<file path="src/rtl/bus_ack_pkg.sv">
package bus_ack_pkg;

    typedef enum logic [1:0] {
        ST_IDLE  = 2'd0,
        ST_WAIT  = 2'd1,
        ST_HELD  = 2'd2,
        ST_DRAIN = 2'd3
    } ack_state_e;

    function automatic int unsigned max_u(input int unsigned a, input int unsigned b);
        return (a > b) ? a : b;
    endfunction

    function automatic int unsigned count_width(input int unsigned max_val);
        return (max_val < 2) ? 1 : $clog2(max_val + 1);
    endfunction

endpackage

</file>
<file path="src/rtl/bus_ack_sync.sv">
module bus_ack_sync #(
    parameter int unsigned WIDTH   = 1,
    parameter int unsigned STAGES  = 2,
    parameter logic [WIDTH-1:0] RST_VAL = '0
) (
    input  logic             clk,
    input  logic             rst,
    input  logic [WIDTH-1:0] d,
    output logic [WIDTH-1:0] q
);
    logic [WIDTH-1:0] chain [STAGES];

    for (genvar i = 0; i < STAGES; i++) begin : g_stage
        if (i == 0) begin : g_first
            always_ff @(posedge clk) begin
                if (rst) chain[i] <= RST_VAL;
                else     chain[i] <= d;
            end
        end else begin : g_next
            always_ff @(posedge clk) begin
                if (rst) chain[i] <= RST_VAL;
                else     chain[i] <= chain[i-1];
            end
        end
    end

    assign q = chain[STAGES-1];
endmodule

</file>
<file path="src/rtl/bus_ack_wait_sel.sv">
module bus_ack_wait_sel #(
    parameter int unsigned N_DEV     = 4,
    parameter int unsigned SLOW_IDX  = 1,
    parameter int unsigned FAST_WAIT = 0,
    parameter int unsigned SLOW_WAIT = 2,
    parameter int unsigned CNT_W     = 2
) (
    input  logic [N_DEV-1:0] sel,
    output logic             hit,
    output logic [CNT_W-1:0] wait_len
);
    logic [CNT_W-1:0] gated [N_DEV];

    for (genvar i = 0; i < N_DEV; i++) begin : g_dev
        localparam int unsigned DEV_WAIT = (i == SLOW_IDX) ? SLOW_WAIT : FAST_WAIT;
        assign gated[i] = sel[i] ? CNT_W'(DEV_WAIT) : '0;
    end

    always_comb begin
        wait_len = '0;
        for (int i = 0; i < N_DEV; i++) begin
            if (gated[i] > wait_len) wait_len = gated[i];
        end
    end

    assign hit = |sel;
endmodule

</file>
<file path="src/rtl/bus_ack_fsm.sv">
module bus_ack_fsm
    import bus_ack_pkg::*;
#(
    parameter int unsigned CNT_W    = 2,
    parameter int unsigned MAX_WAIT = 2
) (
    input  logic             clk,
    input  logic             rst,
    input  logic             as_s_n,
    input  logic             hit,
    input  logic [CNT_W-1:0] wait_len,
    input  logic             legacy_mode,
    output logic             ack_n
);
    ack_state_e       state;
    logic [CNT_W-1:0] cnt;
    logic [CNT_W-1:0] held_wait;

    always_ff @(posedge clk) begin
        if (rst) begin
            state     <= ST_IDLE;
            cnt       <= '0;
            held_wait <= '0;
            ack_n     <= 1'b1;
        end else begin
            unique case (state)
                ST_IDLE: begin
                    if (!as_s_n && hit) begin
                        held_wait <= wait_len;
                        if (wait_len == '0) begin
                            ack_n <= 1'b0;
                            state <= ST_HELD;
                        end else begin
                            cnt   <= wait_len;
                            state <= ST_WAIT;
                        end
                    end
                end
                ST_WAIT: begin
                    if (as_s_n) begin
                        cnt   <= '0;
                        state <= ST_IDLE;
                    end else if (cnt == CNT_W'(1)) begin
                        cnt   <= '0;
                        ack_n <= 1'b0;
                        state <= ST_HELD;
                    end else begin
                        cnt <= cnt - 1'b1;
                    end
                end
                ST_HELD: begin
                    if (as_s_n) begin
                        if (legacy_mode && held_wait != '0) begin
                            cnt   <= held_wait;
                            state <= ST_DRAIN;
                        end else begin
                            ack_n <= 1'b1;
                            state <= ST_IDLE;
                        end
                    end
                end
                ST_DRAIN: begin
                    if (cnt == CNT_W'(1)) begin
                        cnt   <= '0;
                        ack_n <= 1'b1;
                        state <= ST_IDLE;
                    end else begin
                        cnt <= cnt - 1'b1;
                    end
                end
                default: state <= ST_IDLE;
            endcase
        end
    end

    // reset forces acknowledge negated and the machine idle
    assert_reset_idle_R1: assert property (@(posedge clk)
        rst |=> (ack_n && state == ST_IDLE));

    // acknowledge only ever asserts while the synchronized strobe is in
    assert_ack_needs_strobe_R5: assert property (@(posedge clk) disable iff (rst)
        $fell(ack_n) |-> !$past(as_s_n));

    // the wait counter never exceeds the longest configured wait
    assert_cnt_bound_R3: assert property (@(posedge clk) disable iff (rst)
        cnt <= CNT_W'(MAX_WAIT));

    // corrected mode drops acknowledge on the first negated-strobe sample
    assert_corrected_release_R6: assert property (@(posedge clk) disable iff (rst)
        (state == ST_HELD && as_s_n && !legacy_mode) |=> ack_n);

    // a strobe held after acknowledge keeps acknowledge asserted
    assert_hold_while_strobe_R8: assert property (@(posedge clk) disable iff (rst)
        (state == ST_HELD && !as_s_n) |=> !ack_n);

    // while a stretched release drains, acknowledge is still asserted
    assert_drain_keeps_ack_R9: assert property (@(posedge clk) disable iff (rst)
        (state == ST_DRAIN) |-> !ack_n);
endmodule

</file>
<file path="src/rtl/bus_ack_gen.sv">
module bus_ack_gen
    import bus_ack_pkg::*;
#(
    parameter int unsigned N_DEV       = 4,
    parameter int unsigned SLOW_IDX    = 1,
    parameter int unsigned FAST_WAIT   = 0,
    parameter int unsigned SLOW_WAIT   = 2,
    parameter int unsigned SYNC_STAGES = 2
) (
    input  logic             clk,
    input  logic             rst,
    input  logic             bus_as_n,
    input  logic [N_DEV-1:0] dev_sel,
    input  logic             legacy_mode,
    output logic             bus_ack_n
);
    localparam int unsigned MAX_WAIT = max_u(FAST_WAIT, SLOW_WAIT);
    localparam int unsigned CNT_W    = count_width(MAX_WAIT);
    localparam int unsigned SYNC_W   = N_DEV + 1;
    localparam logic [SYNC_W-1:0] SYNC_RST = {1'b1, {N_DEV{1'b0}}};

    logic [SYNC_W-1:0] sync_q;
    logic              as_s_n;
    logic [N_DEV-1:0]  sel_s;
    logic              hit;
    logic [CNT_W-1:0]  wait_len;

    bus_ack_sync #(
        .WIDTH   (SYNC_W),
        .STAGES  (SYNC_STAGES),
        .RST_VAL (SYNC_RST)
    ) u_sync (
        .clk (clk),
        .rst (rst),
        .d   ({bus_as_n, dev_sel}),
        .q   (sync_q)
    );

    assign as_s_n = sync_q[SYNC_W-1];
    assign sel_s  = sync_q[N_DEV-1:0];

    bus_ack_wait_sel #(
        .N_DEV     (N_DEV),
        .SLOW_IDX  (SLOW_IDX),
        .FAST_WAIT (FAST_WAIT),
        .SLOW_WAIT (SLOW_WAIT),
        .CNT_W     (CNT_W)
    ) u_wait_sel (
        .sel      (sel_s),
        .hit      (hit),
        .wait_len (wait_len)
    );

    bus_ack_fsm #(
        .CNT_W    (CNT_W),
        .MAX_WAIT (MAX_WAIT)
    ) u_fsm (
        .clk         (clk),
        .rst         (rst),
        .as_s_n      (as_s_n),
        .hit         (hit),
        .wait_len    (wait_len),
        .legacy_mode (legacy_mode),
        .ack_n       (bus_ack_n)
    );
endmodule

</file>
<file path="config.mk">
export PLATFORM = sky130hd
export DESIGN_NAME = bus_ack_gen
export DESIGN_NICKNAME = d
export VERILOG_FILES = /design/src/rtl/bus_ack_pkg.sv /design/src/rtl/bus_ack_sync.sv /design/src/rtl/bus_ack_wait_sel.sv /design/src/rtl/bus_ack_fsm.sv /design/src/rtl/bus_ack_gen.sv
export SDC_FILE = /design/constraint.sdc
export NUM_CORES = 1
export LEC_CHECK = 0
export BUFFER_PORTS_ARGS = -buffer_cell sky130_fd_sc_hd__buf_2
export CAP_MARGIN = 10
export CORE_ASPECT_RATIO = 1.5
export CORE_MARGIN = 2
export CORE_UTILIZATION = 30
export DETAILED_ROUTE_END_ITERATION = 16
export GPL_TIMING_DRIVEN = 1
export PLACE_DENSITY = 0.55
export SETUP_SLACK_MARGIN = 0.1
export SLEW_MARGIN = 10
export SYNTH_ARGS = -nofsm -noshare
export SYNTH_HDL_FRONTEND = slang
export SYNTH_SLANG_ARGS = --single-unit
</file>
<file path="constraint.sdc">
create_clock -name clk -period 2.1 [get_ports clk]
set_input_delay 0.105 -clock clk [delete_from_list [all_inputs] [get_ports clk]]
set_output_delay 0.105 -clock clk [all_outputs]
set_load 0.05 [all_outputs]
</file>
==> results.env <==
VDD_IR_DROP_MAX_mV=0.4222
FINAL_NET_COUNT=89
ANTENNA_VIOLATING_NETS_POST_ROUTE=0
MOST-COMMON-LAYOUT-CELLS='sky130_fd_sc_hd__dfxtp_1, sky130_fd_sc_hd__nor2b_1, sky130_fd_sc_hd__buf_2'
AVGSYNTHCELLAREA_UM2=9.828
DRT_ITER0_DRC=10
DP.FINAL_HPWL_UM=885.3
CORE-AREA_MM2=0.002181
WORST-ENDPOINT-REQUIRED_PS=2300
CLOCK.FMAX_GHz=0.7392
LAYOUT-AREA-OVERHEAD-VS-SYNTH_PCT=14.94
DETAIL_ROUTE.WL_PER_CELL_UM=11.37
TIMING.CRITICAL_PATH.BUF_INV=0
ALL_LAYER_GLOBAL_ROUTING_USAGE_PCT=10.61
WORSTSKEWPAIRLATENCY_PS=280
DRV.MAX_CAP_VIOLATION_COUNT=0
CRIT_ARRIVAL_PS=1560
OUTCOME='finished clean'
H-TREE-DEPTH=1
MAPPEDNETLISTNETS=78
POSTSYNTH.TOPFLOPCELL='sky130_fd_sc_hd__dfxtp_1'
SYNTH_WARNINGS=0
CHIP_HEIGHT_UM=62.23
CORE.ROWCOUNT=21
ROOT_DRIVER='sky130_fd_sc_hd__clkbuf_4'
POSTSYNTH.ASYNCRESETSHARE_PCT=0
GRT_MAX_DEGREE=19
FINAL_PERIOD_MINUS_WORST_SETUP_SLACK_PS=1353
LAYOUT_COMMONEST_CELL='sky130_fd_sc_hd__dfxtp_1'
GLOBALPLACE.CONGESTION=0.7283
CRITICAL_PATH.STARTPOINT_TYPE='register'
HOLD_CLASS='primary input to register'
ANTENNA_VIOLATIONS_BEFORE_REPAIR=0
REPORT.POWER.TOTAL_W=0.0005532
SYNTH_LARGEST_TYPE_AREA_FRACTION_PCT=47.23
VIA_COUNT_OF_THE_FIRST_GLOBAL_ROUTING_PASS=515
GLOBAL_ROUTE_WIRE_LENGTH_BEFORE_REPAIR_UM=2097
CP_CELL_SEQUENCE='nor2b_1 -> or3b_4 -> a221oi_2'
FINALSETUPVIOLATIONS=0
ANTENNA_CELLS=0
DRT_PRE_ANTENNA_ITERS=3
ROUTED_VIA_DENSITY=5.039
POST_CTS_CLOCK_SLEW_AT_THE_LAUNCH_AND_CAPTURE_REGISTERS_OF_THE_WORST_SETUP_AND_HOLD_PATHS_PS=90
PORTBUFS=8
PROPORTION_OF_LAYOUT_CELLS_WITH_A_DRIVE_SUFFIX_ABOVE_1_PCT=24.05
CELLLEAKAGEPOWER_nW=0.2892
NETLIST_INSTANCES=69
CLOCK-SKEW-FINAL_PS=0.9976
INITIAL_UTILIZATION_PCT=31.10
TIMING.FINAL.HOLD_VIOLATIONS=0
PATH_MAX_FANOUT=12
POST_SYNTH_NUM_CELL_TYPES=33
WORST_PATH_MAX_DELAY_CELL='sky130_fd_sc_hd__dfxtp_1'
DIE_WIDTH_UM=42.82
CLOCK_TREE_FROM_TRITONCTS='yes'
PWR_DENSITY_CELL_mW_PER_MM2=709.6
SYNTH.AREA.TOP_CELLS='sky130_fd_sc_hd__dfxtp_1, sky130_fd_sc_hd__nor2b_1, sky130_fd_sc_hd__or2_2'
SYNTH_AREA_UM2=678.2
SYNTH_AREA_LEADER_CELL='sky130_fd_sc_hd__dfxtp_1'
RSZ0062_AT_GRT='false'
SEQ_AREA_FRAC_SYNTH_PCT=47.23
TIMING_WORST_SETUP_PATH_TYPE='register to register'
SYNTH_EDF_COUNT=0
FINALMAXSLEWVIOLATIONS=0
DIE_AREA_MM2=0.002665
POSTROUTEWIRELENGTH_UM=1160
NUM_VIAS=514
FINAL_CORE_UTIL_PCT=35.74
SLEW_HEADROOM_PCT=72.24
TIGHTEST_SLEW_PS=415.8
CRITICAL_PATH.TOP_DELAY_FAMILY='flip-flops'
FIN_CRIT_SH_PCT=64.42
FIN_TNS_SETUP_PS=0
CP-END-KIND='register'
GLOBAL_ROUTE_TOTAL_OVERFLOW=0
MAX-CLOCK-PATH-BUFFERS=2
TRITONCTS_NUM_SINKS=16
SYNTH-SEQ-CELLS=16
REMAINING_DRC_ERRORS=0
CTS_BUFFERS=3
PIN_COUNT=9
TIMING.CRITICAL_PATH.SLOWEST_CELL_DELAY_PS=530
synth_stat cells, types with 2 or more instances:
master / n
sky130_fd_sc_hd__nor4_1: 2
sky130_fd_sc_hd__nand3_1: 2
sky130_fd_sc_hd__nor2b_1: 12
sky130_fd_sc_hd__dfxtp_1: 16
sky130_fd_sc_hd__nand2_1: 2
sky130_fd_sc_hd__nand2b_1: 2
sky130_fd_sc_hd__nor2_1: 3
sky130_fd_sc_hd__or2_2: 3
sky130_fd_sc_hd__buf_2: 2
sky130_fd_sc_hd__a21oi_1: 2
sequential cells by signal, summed over array words and instances, names as in the netlist:
| signal | cells |
|---|---|
| u_fsm.state | 2 |
| u_fsm.cnt | 2 |
| u_fsm.ack_n | 1 |
| u_sync.chain | 10 |
| u_fsm.held_wait | 1 |
stage by stage:
step	instances	hold WS [ps]	setup WS (ps)	instance area, um2
final	102	24.42	747.2	779.5
after global routing	102	15.23	627.6	779.5
after CTS	102	12.61	756.2	779.5
after detailed placement	97	292.1	776.0	733.2
after global placement	97	290.4	800.5	733.2
after floorplan	69	176.6	845.0	678.2
report_power, final:
part	switching (W)	internal, W	leakage, nW
Combinational	0.0000184	0.0000196	0.137
Clock	0.0000906	0.000106	0.0210
Sequential	0.00000551	0.000313	0.131
Total	0.000114	0.000439	0.289
layout make-up:
cell class | instances | area, um2
fill | 239 | 1401
multi-input combinational | 49 | 340.3
sequential | 16 | 320.3
timing repair buffer | 9 | 50.05
clock buffer | 4 | 36.28
tap | 23 | 28.78
inverter | 1 | 3.754
cells by family (layout without fill, tap and decap cells):
family          after synthesis  in the layout  share of synthesized area [%]
simple gates                 34             34                          31.00
flops                        16             16                          47.23
compound gates               14             14                          17.34
buf+inv                       4             14                          2.582
fa+ha+maj                     1              1                          1.845
worst register-to-register path, stage by stage (launching register included):
cell                       delay (ps)
sky130_fd_sc_hd__dfxtp_1          530
sky130_fd_sc_hd__nor2b_1          130
sky130_fd_sc_hd__or3b_4           390
sky130_fd_sc_hd__a221oi_2         230
path summary, 6_finish.rpt:
kind                            startpoint                       endpoint  cells past startpoint  slack (ps)
max            u_fsm.state[1]$_SDFFE_PP0P_    u_fsm.state[0]$_SDFFE_PP0P_                      3         750
min                             dev_sel[0]  u_sync.chain[0][0]$_SDFF_PP0_                      2          20
max reg2reg    u_fsm.state[1]$_SDFFE_PP0P_    u_fsm.state[0]$_SDFFE_PP0P_                      3         750
min reg2reg  u_sync.chain[0][4]$_SDFF_PP1_  u_sync.chain[1][4]$_SDFF_PP1_                      1         410
metal layers:
metal	wire length (um)	global-route usage, %	part of all wire (%)	vias to the layer above
li1	-	-	-	271
met1	513	10.87	44	229
met2	565	17.23	49	10
met3	38	1.163	3.3	4
met4	42	10.94	3.6	0
met5	0	0	0	-
repair_timing:
action	4_1_cts	5_1_grt
endpoints found under the hold margin	1	0
hold buffers	1	0
setup buffers	0	0
gates resized for setup	0	0
(Power assumes the default switching activity.)
